--- src/rtl/sc_pkg.sv ---
package sc_pkg;
  typedef struct packed {
    logic coast_pol;     // bit 4
    logic clamp_ext_pol; // bit 3
    logic clamp_ext_en;  // bit 2
    logic hs_out_pol;    // bit 1
    logic hs_in_pol;     // bit 0
  } ctrl_t;

  localparam ctrl_t CTRL_RST = 5'b11010;

  localparam logic [1:0] ADDR_CTRL  = 2'd0;
  localparam logic [1:0] ADDR_WIDTH = 2'd1;
  localparam logic [1:0] ADDR_DELAY = 2'd2;
  localparam logic [1:0] ADDR_DUR   = 2'd3;

  typedef enum logic [1:0] {CL_IDLE, CL_DELAY, CL_HOLD} clamp_st_e;
endpackage

--- src/rtl/sc_regs.sv ---
module sc_regs
  import sc_pkg::*;
#(
  parameter int CNT_W        = 8,
  parameter int HS_WIDTH_RST = 16,
  parameter int CL_DELAY_RST = 4,
  parameter int CL_DUR_RST   = 8
) (
  input  logic             clk,
  input  logic             rst,
  input  logic             we,
  input  logic [1:0]       addr,
  input  logic [CNT_W-1:0] wdata,
  output ctrl_t            ctrl,
  output logic [CNT_W-1:0] hs_width,
  output logic [CNT_W-1:0] cl_delay,
  output logic [CNT_W-1:0] cl_dur
);
  always_ff @(posedge clk) begin
    if (rst) begin
      ctrl     <= CTRL_RST;
      hs_width <= CNT_W'(HS_WIDTH_RST);
      cl_delay <= CNT_W'(CL_DELAY_RST);
      cl_dur   <= CNT_W'(CL_DUR_RST);
    end else if (we) begin
      case (addr)
        ADDR_CTRL:  ctrl     <= ctrl_t'(wdata[4:0]);
        ADDR_WIDTH: hs_width <= wdata;
        ADDR_DELAY: cl_delay <= wdata;
        default:    cl_dur   <= wdata;
      endcase
    end
  end
endmodule

--- src/rtl/sc_sync.sv ---
module sc_sync #(
  parameter int N      = 3,
  parameter int STAGES = 2
) (
  input  logic         clk,
  input  logic         rst,
  input  logic [N-1:0] din,
  output logic [N-1:0] cur,
  output logic [N-1:0] prev
);
  logic [N-1:0] pipe [0:STAGES];

  always_ff @(posedge clk) begin
    if (rst) begin
      for (int i = 0; i <= STAGES; i++) pipe[i] <= '0;
    end else begin
      pipe[0] <= din;
      for (int i = 1; i <= STAGES; i++) pipe[i] <= pipe[i-1];
    end
  end

  assign cur  = pipe[STAGES-1];
  assign prev = pipe[STAGES];
endmodule

--- src/rtl/sc_pulse.sv ---
module sc_pulse #(
  parameter int CNT_W = 8
) (
  input  logic             clk,
  input  logic             rst,
  input  logic             start,
  input  logic [CNT_W-1:0] width,
  input  logic             pol,
  output logic             pulse_o,
  output logic [CNT_W-1:0] cnt_o
);
  logic [CNT_W-1:0] cnt_nxt;

  always_comb begin
    if (start)            cnt_nxt = width;
    else if (cnt_o != '0) cnt_nxt = cnt_o - 1'b1;
    else                  cnt_nxt = '0;
  end

  always_ff @(posedge clk) begin
    if (rst) begin
      cnt_o   <= '0;
      pulse_o <= 1'b0;
    end else begin
      cnt_o   <= cnt_nxt;
      pulse_o <= (cnt_nxt != '0) ~^ pol;
    end
  end
endmodule

--- src/rtl/sc_clamp.sv ---
module sc_clamp
  import sc_pkg::*;
#(
  parameter int CNT_W = 8
) (
  input  logic             clk,
  input  logic             rst,
  input  logic             trig,
  input  logic [CNT_W-1:0] delay,
  input  logic [CNT_W-1:0] dur,
  output logic             hold_nxt,
  output logic             busy
);
  clamp_st_e        st, st_nxt;
  logic [CNT_W-1:0] cnt, cnt_nxt;

  always_comb begin
    st_nxt  = st;
    cnt_nxt = cnt;
    if (trig) begin
      if (dur == '0) begin
        st_nxt  = CL_IDLE;
        cnt_nxt = '0;
      end else if (delay == '0) begin
        st_nxt  = CL_HOLD;
        cnt_nxt = dur;
      end else begin
        st_nxt  = CL_DELAY;
        cnt_nxt = delay;
      end
    end else begin
      case (st)
        CL_DELAY: begin
          if (cnt <= CNT_W'(1)) begin
            st_nxt  = (dur == '0) ? CL_IDLE : CL_HOLD;
            cnt_nxt = dur;
          end else begin
            cnt_nxt = cnt - 1'b1;
          end
        end
        CL_HOLD: begin
          if (cnt <= CNT_W'(1)) begin
            st_nxt  = CL_IDLE;
            cnt_nxt = '0;
          end else begin
            cnt_nxt = cnt - 1'b1;
          end
        end
        default: begin
          st_nxt  = CL_IDLE;
          cnt_nxt = '0;
        end
      endcase
    end
  end

  always_ff @(posedge clk) begin
    if (rst) begin
      st  <= CL_IDLE;
      cnt <= '0;
    end else begin
      st  <= st_nxt;
      cnt <= cnt_nxt;
    end
  end

  assign hold_nxt = (st_nxt == CL_HOLD);
  assign busy     = (st != CL_IDLE);
endmodule

--- src/rtl/sync_clamp_ctrl.sv ---
module sync_clamp_ctrl
  import sc_pkg::*;
#(
  parameter int CNT_W        = 8,
  parameter int SYNC_STAGES  = 2,
  parameter int HS_WIDTH_RST = 16,
  parameter int CL_DELAY_RST = 4,
  parameter int CL_DUR_RST   = 8
) (
  input  logic             clk,
  input  logic             rst,
  input  logic             cfg_we,
  input  logic [1:0]       cfg_addr,
  input  logic [CNT_W-1:0] cfg_wdata,
  input  logic             hsync_in,
  input  logic             clamp_in,
  input  logic             coast_in,
  output logic             hsync_out,
  output logic             clamp_out,
  output logic             coast_out
);
  localparam int IDX_HS = 0;
  localparam int IDX_CL = 1;
  localparam int IDX_CO = 2;
  localparam int NSIG   = 3;

  ctrl_t            ctrl;
  logic [CNT_W-1:0] hs_width, cl_delay, cl_dur, hs_cnt;
  logic [NSIG-1:0]  sy_cur, sy_prev;
  logic             hs_rise, hs_fall, hs_lead, hs_trail;
  logic             cl_hold_nxt, cl_busy;

  sc_regs #(
    .CNT_W(CNT_W), .HS_WIDTH_RST(HS_WIDTH_RST),
    .CL_DELAY_RST(CL_DELAY_RST), .CL_DUR_RST(CL_DUR_RST)
  ) regs_i (
    .clk(clk), .rst(rst), .we(cfg_we), .addr(cfg_addr), .wdata(cfg_wdata),
    .ctrl(ctrl), .hs_width(hs_width), .cl_delay(cl_delay), .cl_dur(cl_dur)
  );

  sc_sync #(.N(NSIG), .STAGES(SYNC_STAGES)) sync_i (
    .clk(clk), .rst(rst),
    .din({coast_in, clamp_in, hsync_in}),
    .cur(sy_cur), .prev(sy_prev)
  );

  assign hs_rise  =  sy_cur[IDX_HS] & ~sy_prev[IDX_HS];
  assign hs_fall  = ~sy_cur[IDX_HS] &  sy_prev[IDX_HS];
  assign hs_lead  = ctrl.hs_in_pol ? hs_rise : hs_fall;
  assign hs_trail = ctrl.hs_in_pol ? hs_fall : hs_rise;

  sc_pulse #(.CNT_W(CNT_W)) pulse_i (
    .clk(clk), .rst(rst), .start(hs_lead), .width(hs_width),
    .pol(ctrl.hs_out_pol), .pulse_o(hsync_out), .cnt_o(hs_cnt)
  );

  sc_clamp #(.CNT_W(CNT_W)) clamp_i (
    .clk(clk), .rst(rst), .trig(hs_trail), .delay(cl_delay), .dur(cl_dur),
    .hold_nxt(cl_hold_nxt), .busy(cl_busy)
  );

  always_ff @(posedge clk) begin
    if (rst) begin
      clamp_out <= 1'b0;
      coast_out <= 1'b0;
    end else begin
      clamp_out <= ctrl.clamp_ext_en ? (sy_cur[IDX_CL] ~^ ctrl.clamp_ext_pol)
                                     : cl_hold_nxt;
      coast_out <= sy_cur[IDX_CO] ~^ ctrl.coast_pol;
    end
  end
endmodule

--- config.mk ---
export PLATFORM = sky130hd
export DESIGN_NAME = sync_clamp_ctrl
export DESIGN_NICKNAME = d
export VERILOG_FILES = /design/src/rtl/sc_pkg.sv /design/src/rtl/sc_regs.sv /design/src/rtl/sc_sync.sv /design/src/rtl/sc_pulse.sv /design/src/rtl/sc_clamp.sv /design/src/rtl/sync_clamp_ctrl.sv
export SDC_FILE = /design/constraint.sdc
export NUM_CORES = 1
export LEC_CHECK = 0
export CAP_MARGIN = 10
export CELL_PAD_IN_SITES_DETAIL_PLACEMENT = 0
export CELL_PAD_IN_SITES_GLOBAL_PLACEMENT = 1
export CORE_AREA = 2 2 79 81
export CTS_CLUSTER_SIZE = 30
export DETAILED_ROUTE_END_ITERATION = 12
export DIE_AREA = 0 0 81 83
export DONT_BUFFER_PORTS = 1
export PLACE_DENSITY = 0.83
export RECOVER_POWER = 25
export SETUP_SLACK_MARGIN = 0.1
export SLEW_MARGIN = 0
export SYNTH_ARGS = -nofsm -noshare
export SYNTH_HDL_FRONTEND = slang
export SYNTH_HIERARCHICAL = 1
export SYNTH_SLANG_ARGS = --single-unit
--- constraint.sdc ---
create_clock -name clk -period 4.2 [get_ports clk]
set_input_delay 0.84 -clock clk [delete_from_list [all_inputs] [get_ports clk]]
set_output_delay 0.84 -clock clk [all_outputs]
set_load 0.02 [all_outputs]
==> PnR_summary.wiki, run 1 <==
{| class="wikitable"
! Metric !! Value
|-
| Number of buffers on the longest clock path || 2
|-
| Synthesis-to-finish area growth || 8.240%
|-
| Post-CTS Setup Inserts || 0
|-
| Final routed wirelength across all metal layers || 5821 um
|-
| Worst Setup Slack post-DPL || 1.612 ns
|-
| Worst Min Path Start || sync_i/pipe[0][1]$_SDFF_PP0_
|-
| Number of failing setup endpoints in the final timing report || 0
|-
| Global Route Usage Sum || 18.74%
|-
| Min-delay worst type || reg2reg
|-
| Setup slack of the critical path after layout || 1.953 ns
|-
| Internal power summed over all cells || 1096 uW
|-
| Launching point of the worst reg2reg path || sync_i/pipe[0][6]$_SDFF_PP0_
|-
| Max_cap viols || 0
|-
| Number of H-tree levels || 3
|-
| Number of global-route vias before repair || 2038
|-
| Hold buffer count at cts || 0
|-
| Height of the die || 83 um
|-
| Detail-routed via count per cell || 5.612
|-
| M1 WL || 2932 um
|-
| Number of clock sinks seen by CTS || 57
|-
| Post-CTS clock slew at the launch and capture registers of the worst setup and hold paths || 0.07 ns
|-
| Io pins || 19
|-
| Setup repair after global routing missed its margin || no
|-
| Fraction of power consumed by combinational cells || 22.5%
|-
| Cell with the largest stage delay on the worst path || mux2i_1
|-
| Worst rel slew slack || 52.15%
|-
| Endpoint type of the worst setup path || flip-flop
|-
| Cell-by-cell trace of the critical path || or2b_1, mux2i_1, buf_4, nor4b_1, a22oi_1, a21oi_1, o2111ai_1, mux2_1
|-
| Count of mapped cells out of synthesis || 305
|-
| Clock network power share || 36.2%
|-
| Worst hold endpoint || sync_i/pipe[0][4]$_SDFF_PP0_
|-
| Number of cells traversed by the worst register-to-register path || 8
|-
| Critical path data arrival time || 2.47 ns
|-
| Run status || finished, final reports clean
|-
| Total number of nets in the final design || 324
|-
| Worst EP required || 4.42 ns
|-
| Kind of critical path || reg2reg
|-
| PortBufs || 0
|-
| Via Count || 2138
|-
| Total power consumption of the routed design || 1575 uW
|-
| PostCTS Resize Cnt || 0
|-
| Cell Pwr Density || 504.4 nW/um2
|-
| Remaining global-route overflow || 0
|-
| Worst flop-to-flop path endpoint || pulse_i/pulse_o$_SDFF_PP0_
|-
| Highest Signal Layer || met4
|-
| Post-Syn Nets || 328
|-
| Instance count along the most critical hold path || 1
|-
| Pin count of the biggest net entering global routing || 72
|-
| Wirelength per Cell || 15.28 um
|-
| Standby leakage power || 0.001202 uW
|-
| Part of the power in registers || 41.3%
|-
| Full die area || 6723 um2
|-
| First drt pass iteration count || 4
|-
| Clock latency on the worst-skew pair || 0.33 ns
|-
| Mapped cell area || 2885 um2
|-
| Final count of pins violating max slew || 0
|-
| Hold slack || 0.4406 ns
|-
| Number of buffers created by CTS || 9
|-
| Switching power of the nets || 479.0 uW
|-
| Starting density of the core || 49.61%
|-
| Avg Synthesized Cell Area || 9.460 um2
|-
| Minimum clock period after layout || 2.247 ns
|-
| Period utilisation layout || 53.49%
|-
| Clock tree root buffer cell || clkbuf_8
|-
| Switching portion of total power || 30.41%
|-
| Routed length on met3 || 222 um
|-
| CTS tree || yes
|-
| Worst ir drop on vdd || 0.2558 mV
|-
| Maximum single-stage delay on the critical path || 0.39 ns
|-
| Die width || 81 um
|-
| Core area || 5816 um2
|-
| Slew at the pin with the worst max-slew slack || 0.7178 ns
|-
| Met2 WL post-DR || 2652 um
|-
| Detail Placement HPWL || 4126 um
|-
| Final worst clock skew || 0.01212 ns
|-
| Synth warn || 6
|-
| Weighted congestion at the end of routability-driven global placement || 0.8415
|-
| Largest fanout on the critical path || 11
|-
| 1st-iter DRT viols || 154
|-
| Number of DRC violations after detailed routing || 0
|-
| FF-to-FF setup slack || 1.95 ns
|-
| Kind of start point of the critical path || flip-flop
|-
| Antenna violations before repair || 0
|-
| Share of post-route cells with drive strength above 1 || 10.13%
|-
| Final hold violation count || 0
|-
| Antenna Diode Count || 0
|-
| Aggregate negative setup slack || 0 ns
|-
| Wire length of the first global-routing pass || 9825 um
|-
| Site row count || 28
|-
| Number of nets with antenna violations after detailed routing || 0
|-
| Highest attainable clock frequency || 0.4451 GHz
|}
-- worst max path at each step --
stage                                            start                          to
after detailed placement  sync_i/pipe[0][6]$_SDFF_PP0_  pulse_i/pulse_o$_SDFF_PP0_
final                     sync_i/pipe[0][6]$_SDFF_PP0_  pulse_i/pulse_o$_SDFF_PP0_
after floorplan           sync_i/pipe[0][3]$_SDFF_PP0_  pulse_i/pulse_o$_SDFF_PP0_
after global routing      sync_i/pipe[0][3]$_SDFF_PP0_  pulse_i/pulse_o$_SDFF_PP0_
after CTS                 sync_i/pipe[0][6]$_SDFF_PP0_  pulse_i/pulse_o$_SDFF_PP0_
after global placement    sync_i/pipe[0][6]$_SDFF_PP0_  pulse_i/pulse_o$_SDFF_PP0_
-- cells in the final DEF (no fill, tap or decap), types with 3 or more instances in the layout --
master	n
a32oi_1	4
a22oi_1	8
nand3b_1	3
nand3_1	5
nand2b_1	34
mux2i_1	33
nand4_1	3
dfxtp_1	57
o21ai_0	3
nand2_1	9
inv_1	11
nor2_1	25
clkbuf_8	9
o21ai_1	7
ha_1	7
nor4_2	3
a21oi_1	14
xor2_1	6
nor3_1	7
nor2b_1	8
a31oi_1	3
-- layout make-up --
| type | count | area, um2 |
|---|---|---|
| multi-input combinational | 221 | 1614 |
| clock inverter | 7 | 101.3 |
| sequential | 57 | 1141 |
| clock buffer | 9 | 123.9 |
| fill | 538 | 2693 |
| timing repair buffer | 1 | 7.507 |
| inverter | 11 | 41.29 |
| tap | 75 | 93.84 |
-- through the flow --
| stage | instances | instance area (um2) | utilization, % |
|---|---|---|---|
| finish | 381 | 3123 | 53.70 |
| floorplan | 305 | 2885 | - |
| detailed placement | 364 | 2892 | 49.72 |
| CTS | 380 | 3117 | 53.59 |
| global placement | 364 | 2892 | 49.72 |
| global route | 381 | 3123 | 53.70 |
-- registers in the layout (all words and copies together), names as in the netlist --
| register | cells |
|---|---|
| clamp_out | 1 |
| clamp_i/cnt | 8 |
| sync_i/pipe | 7 |
| coast_out | 1 |
| clamp_i/st | 2 |
| pulse_i/cnt_o | 8 |
| regs_i/cl_dur | 8 |
| regs_i/cl_delay | 8 |
| regs_i/hs_width | 8 |
| pulse_i/pulse_o | 1 |
| regs_i/ctrl | 5 |
-- critical path: cells and delay by family (launching register included) --
kind / cells / cell delay (ns)
flip-flops: 1 / 0.32
AO/OA/AOI/OAI: 3 / 0.49
buffers and inverters: 1 / 0.28
AND/OR/NAND/NOR: 2 / 0.32
multiplexers: 2 / 0.73
-- layer usage --
| layer | global-route usage [%] | vias up |
|---|---|---|
| li1 | - | 1076 |
| met1 | 26.45 | 1020 |
| met2 | 27.20 | 40 |
| met3 | 7.609 | 2 |
| met4 | 3.236 | 0 |
| met5 | 0 | - |
-- power groups by stage --
stage | Clock [uW] | Combinational, uW | Sequential [uW]
floorplan | 0 | 299 | 650
global placement | 0 | 343 | 662
detailed placement | 0 | 345 | 661
CTS | 583 | 351 | 650
global route | 613 | 393 | 657
finish | 569 | 355 | 651
No activity file was read; power rests on OpenSTA's default activity.
==> run 2: changes to the inputs <==
ABC_AREA = 1   (was default)
CORE_AREA = 2 2 92 94   (was 2 2 79 81)
DIE_AREA = 0 0 94 96   (was 0 0 81 83)
PLACE_DENSITY = 0.76   (was 0.83)
clock period = 1.9 ns   (was 4.2 ns; I/O delays follow)
==> run 2 against run 1 <==
Compared with the run above:
- combinational power grew to 3.0 times the previous value
- design area increased by 8.0%
- synthesized area rose by 7.5%
- clock power increased by 75%
- final cell count is 55% higher
- routed wire length up 16%
- count of clock-buffer cells in the layout is 1 higher
- sequential share of layout area shrank 2.7 points
- maximum frequency rose by 38%
- largest power group unchanged
- clock skew shrank 0.00098 ns
==> PnR_summary.wiki, run 2 <==
{| class="wikitable"
! Metric !! Value
|-
| Kind of start point of the critical path || flip-flop
|-
| Kind of critical path || reg2reg
|-
| Wirelength per Cell || 11.41 um
|-
| First drt pass iteration count || 4
|-
| Worst rel slew slack || 60.22%
|-
| Synthesis-to-finish area growth || 8.710%
|-
| PortBufs || 0
|-
| Slew at the pin with the worst max-slew slack || 0.5950 ns
|-
| Met3 track demand over resource in global routing || 3.915%
|-
| Worst Min Path Start || rst
|-
| Avg Synthesized Cell Area || 6.424 um2
|-
| Instance count along the most critical hold path || 1
|-
| Worst setup startpoint || pulse_i/cnt_o[0]$_SDFF_PP0_
|-
| Io pins || 19
|-
| GRT busiest layer || met2
|-
| Final count of pins violating max slew || 0
|-
| Starting density of the core || 38.54%
|-
| Synth warn || 6
|-
| Core area || 8051 um2
|-
| FF-to-FF setup slack || 0.27 ns
|-
| Number of H-tree levels || 3
|-
| Setup repair after global routing missed its margin || yes
|-
| Fraction of power consumed by combinational cells || 30.9%
|-
| Run status || finished, final reports clean
|-
| Total number of nets in the final design || 506
|-
| Number of buffers created by CTS || 9
|-
| Worst ir drop on vdd || 0.4761 mV
|-
| Most used cells in the layout excluding fill and tap cells || nand2_1 (135), nor2_1 (87), inv_1 (65), dfxtp_1 (57), nand3_1 (51)
|-
| Height of the die || 96 um
|-
| Share of post-route cells with drive strength above 1 || 10.88%
|-
| CTS tree || yes
|-
| Pin count of the biggest net entering global routing || 30
|-
| Critical path data arrival time || 1.89 ns
|-
| 1st-iter DRT viols || 110
|-
| Min-delay worst type || in2reg
|-
| Antenna violations before repair || 0
|-
| Final worst clock skew || 0.01113 ns
|-
| Final routed wirelength across all metal layers || 6756 um
|-
| Number of DRC violations after detailed routing || 0
|-
| Number of buffers on the longest clock path || 2
|-
| Full die area || 9024 um2
|-
| Aggregate negative setup slack || 0 ns
|-
| Detail-routed via count per cell || 4.556
|-
| Detail Placement HPWL || 5007 um
|-
| Period utilisation layout || 85.69%
|-
| Wire length of the first global-routing pass || 11790 um
|-
| Number of clock sinks seen by CTS || 57
|-
| Internal power summed over all cells || 2205 uW
|-
| Weighted congestion at the end of routability-driven global placement || 0.7907
|-
| Post-Syn Nets || 506
|-
| Antenna Diode Count || 0
|-
| Largest fanout on the critical path || 7
|-
| Most frequent standard cell in the layout excluding fill and tap cells || nand2_1
|-
| Launching point of the worst reg2reg path || pulse_i/cnt_o[0]$_SDFF_PP0_
|-
| Site row count || 33
|-
| Die width || 94 um
|-
| Utilization after layout || 41.90%
|-
| Switching power of the nets || 1257 uW
|-
| Cell Pwr Density || 1026 nW/um2
|-
| Setup crit end || pulse_i/pulse_o$_SDFF_PP0_
|-
| Remaining global-route overflow || 0
|-
| Count of mapped cells out of synthesis || 483
|-
| Number of nets with antenna violations after detailed routing || 0
|-
| Met2 track demand over resource || 26.31%
|-
| Switching portion of total power || 36.30%
|-
| Global Route Usage Sum || 16.37%
|-
| Number of global-route vias before repair || 2600
|-
| Part of the power in registers || 40.4%
|-
| Via Count || 2697
|-
| Worst EP required || 2.16 ns
|-
| Clock network power share || 28.7%
|-
| Number of failing setup endpoints in the final timing report || 0
|-
| GRT met1 Usage || 21.72%
|-
| Max_cap viols || 0
|-
| Mapped cell area || 3103 um2
|-
| Minimum clock period after layout || 1.628 ns
|-
| Clock latency on the worst-skew pair || 0.33 ns
|-
| Clock tree root buffer cell || clkbuf_8
|-
| Worst flop-to-flop path endpoint || pulse_i/pulse_o$_SDFF_PP0_
|-
| Endpoint type of the worst setup path || flip-flop
|-
| Number of cells traversed by the worst register-to-register path || 12
|-
| Post-CTS clock slew at the launch and capture registers of the worst setup and hold paths || 0.07 ns
|-
| Highest attainable clock frequency || 0.6142 GHz
|-
| Standby leakage power || 0.001656 uW
|-
| Final hold violation count || 0
|}
-- run 2: critical path, cell delays in order (launching register included) --
cell and delay [ns]:
dfxtp_1 0.31, inv_2 0.12, ha_1 0.17, nand3_1 0.12, nor2_4 0.16, nor2_2 0.09, nand3_1 0.11, nand2_1 0.07
nor2_2 0.15, nand2_1 0.06, nor2_1 0.08, nor2_1 0.04, nor2_1 0.09
-- run 2: power groups by stage --
stage	clock (uW)	sequential (uW)	combinational, uW
6_report	993	1400	1070
2_1_floorplan	0	1400	836
3_5_place_dp	0	1420	994
5_1_grt	1080	1420	1240
4_1_cts	1020	1400	1000
3_3_place_gp	0	1420	980
-- run 2: cell type report --
type	instances	area (um2)
repair buffers	7	52.55
clock inverters	5	32.53
well taps	105	131.4
clock buffers	10	137.6
fillers	865	4678
multi-input cells	339	1619
flip-flops and latches	57	1141
inverters	69	259.0
-- run 2: worst min-delay path by stage --
stage,endpoint,slack [ns]
2_1_floorplan,sync_i/pipe[0][3]$_SDFF_PP0_,0.39
3_3_place_gp,sync_i/pipe[0][5]$_SDFF_PP0_,0.40
3_5_place_dp,sync_i/pipe[0][5]$_SDFF_PP0_,0.40
4_1_cts,clamp_i/cnt[1]$_SDFF_PP0_,0.09
5_1_grt,clamp_i/cnt[1]$_SDFF_PP0_,0.08
6_report,clamp_i/cnt[1]$_SDFF_PP0_,0.11
-- run 2: timing repair --
| action | in CTS | in global routing |
|---|---|---|
| setup buffers | 0 | 1 |
| hold buffers | 0 | 0 |
| resized for setup | 0 | 8 |
| setup endpoints to repair | 0 | 2 |
-- run 2: layer usage --
metal | part of all wire, % | wire length [um]
met5 | 0 | 0
met4 | 1.0 | 70
met3 | 3.7 | 250
met2 | 44 | 2955
met1 | 52 | 3480
-- run 2: through the flow --
step	hold slack [ns]	std cells	setup slack [ns]	cell area [um2]	total power (uW)
floorplan	0.3883	483	0.3385	3103	2234
global placement	0.3961	576	0.2343	3164	2402
detailed placement	0.4001	576	0.1540	3164	2418
CTS	0.09465	591	0.1400	3334	3419
global route	0.08394	592	0.1007	3373	3729
finish	0.1076	592	0.2719	3373	3462
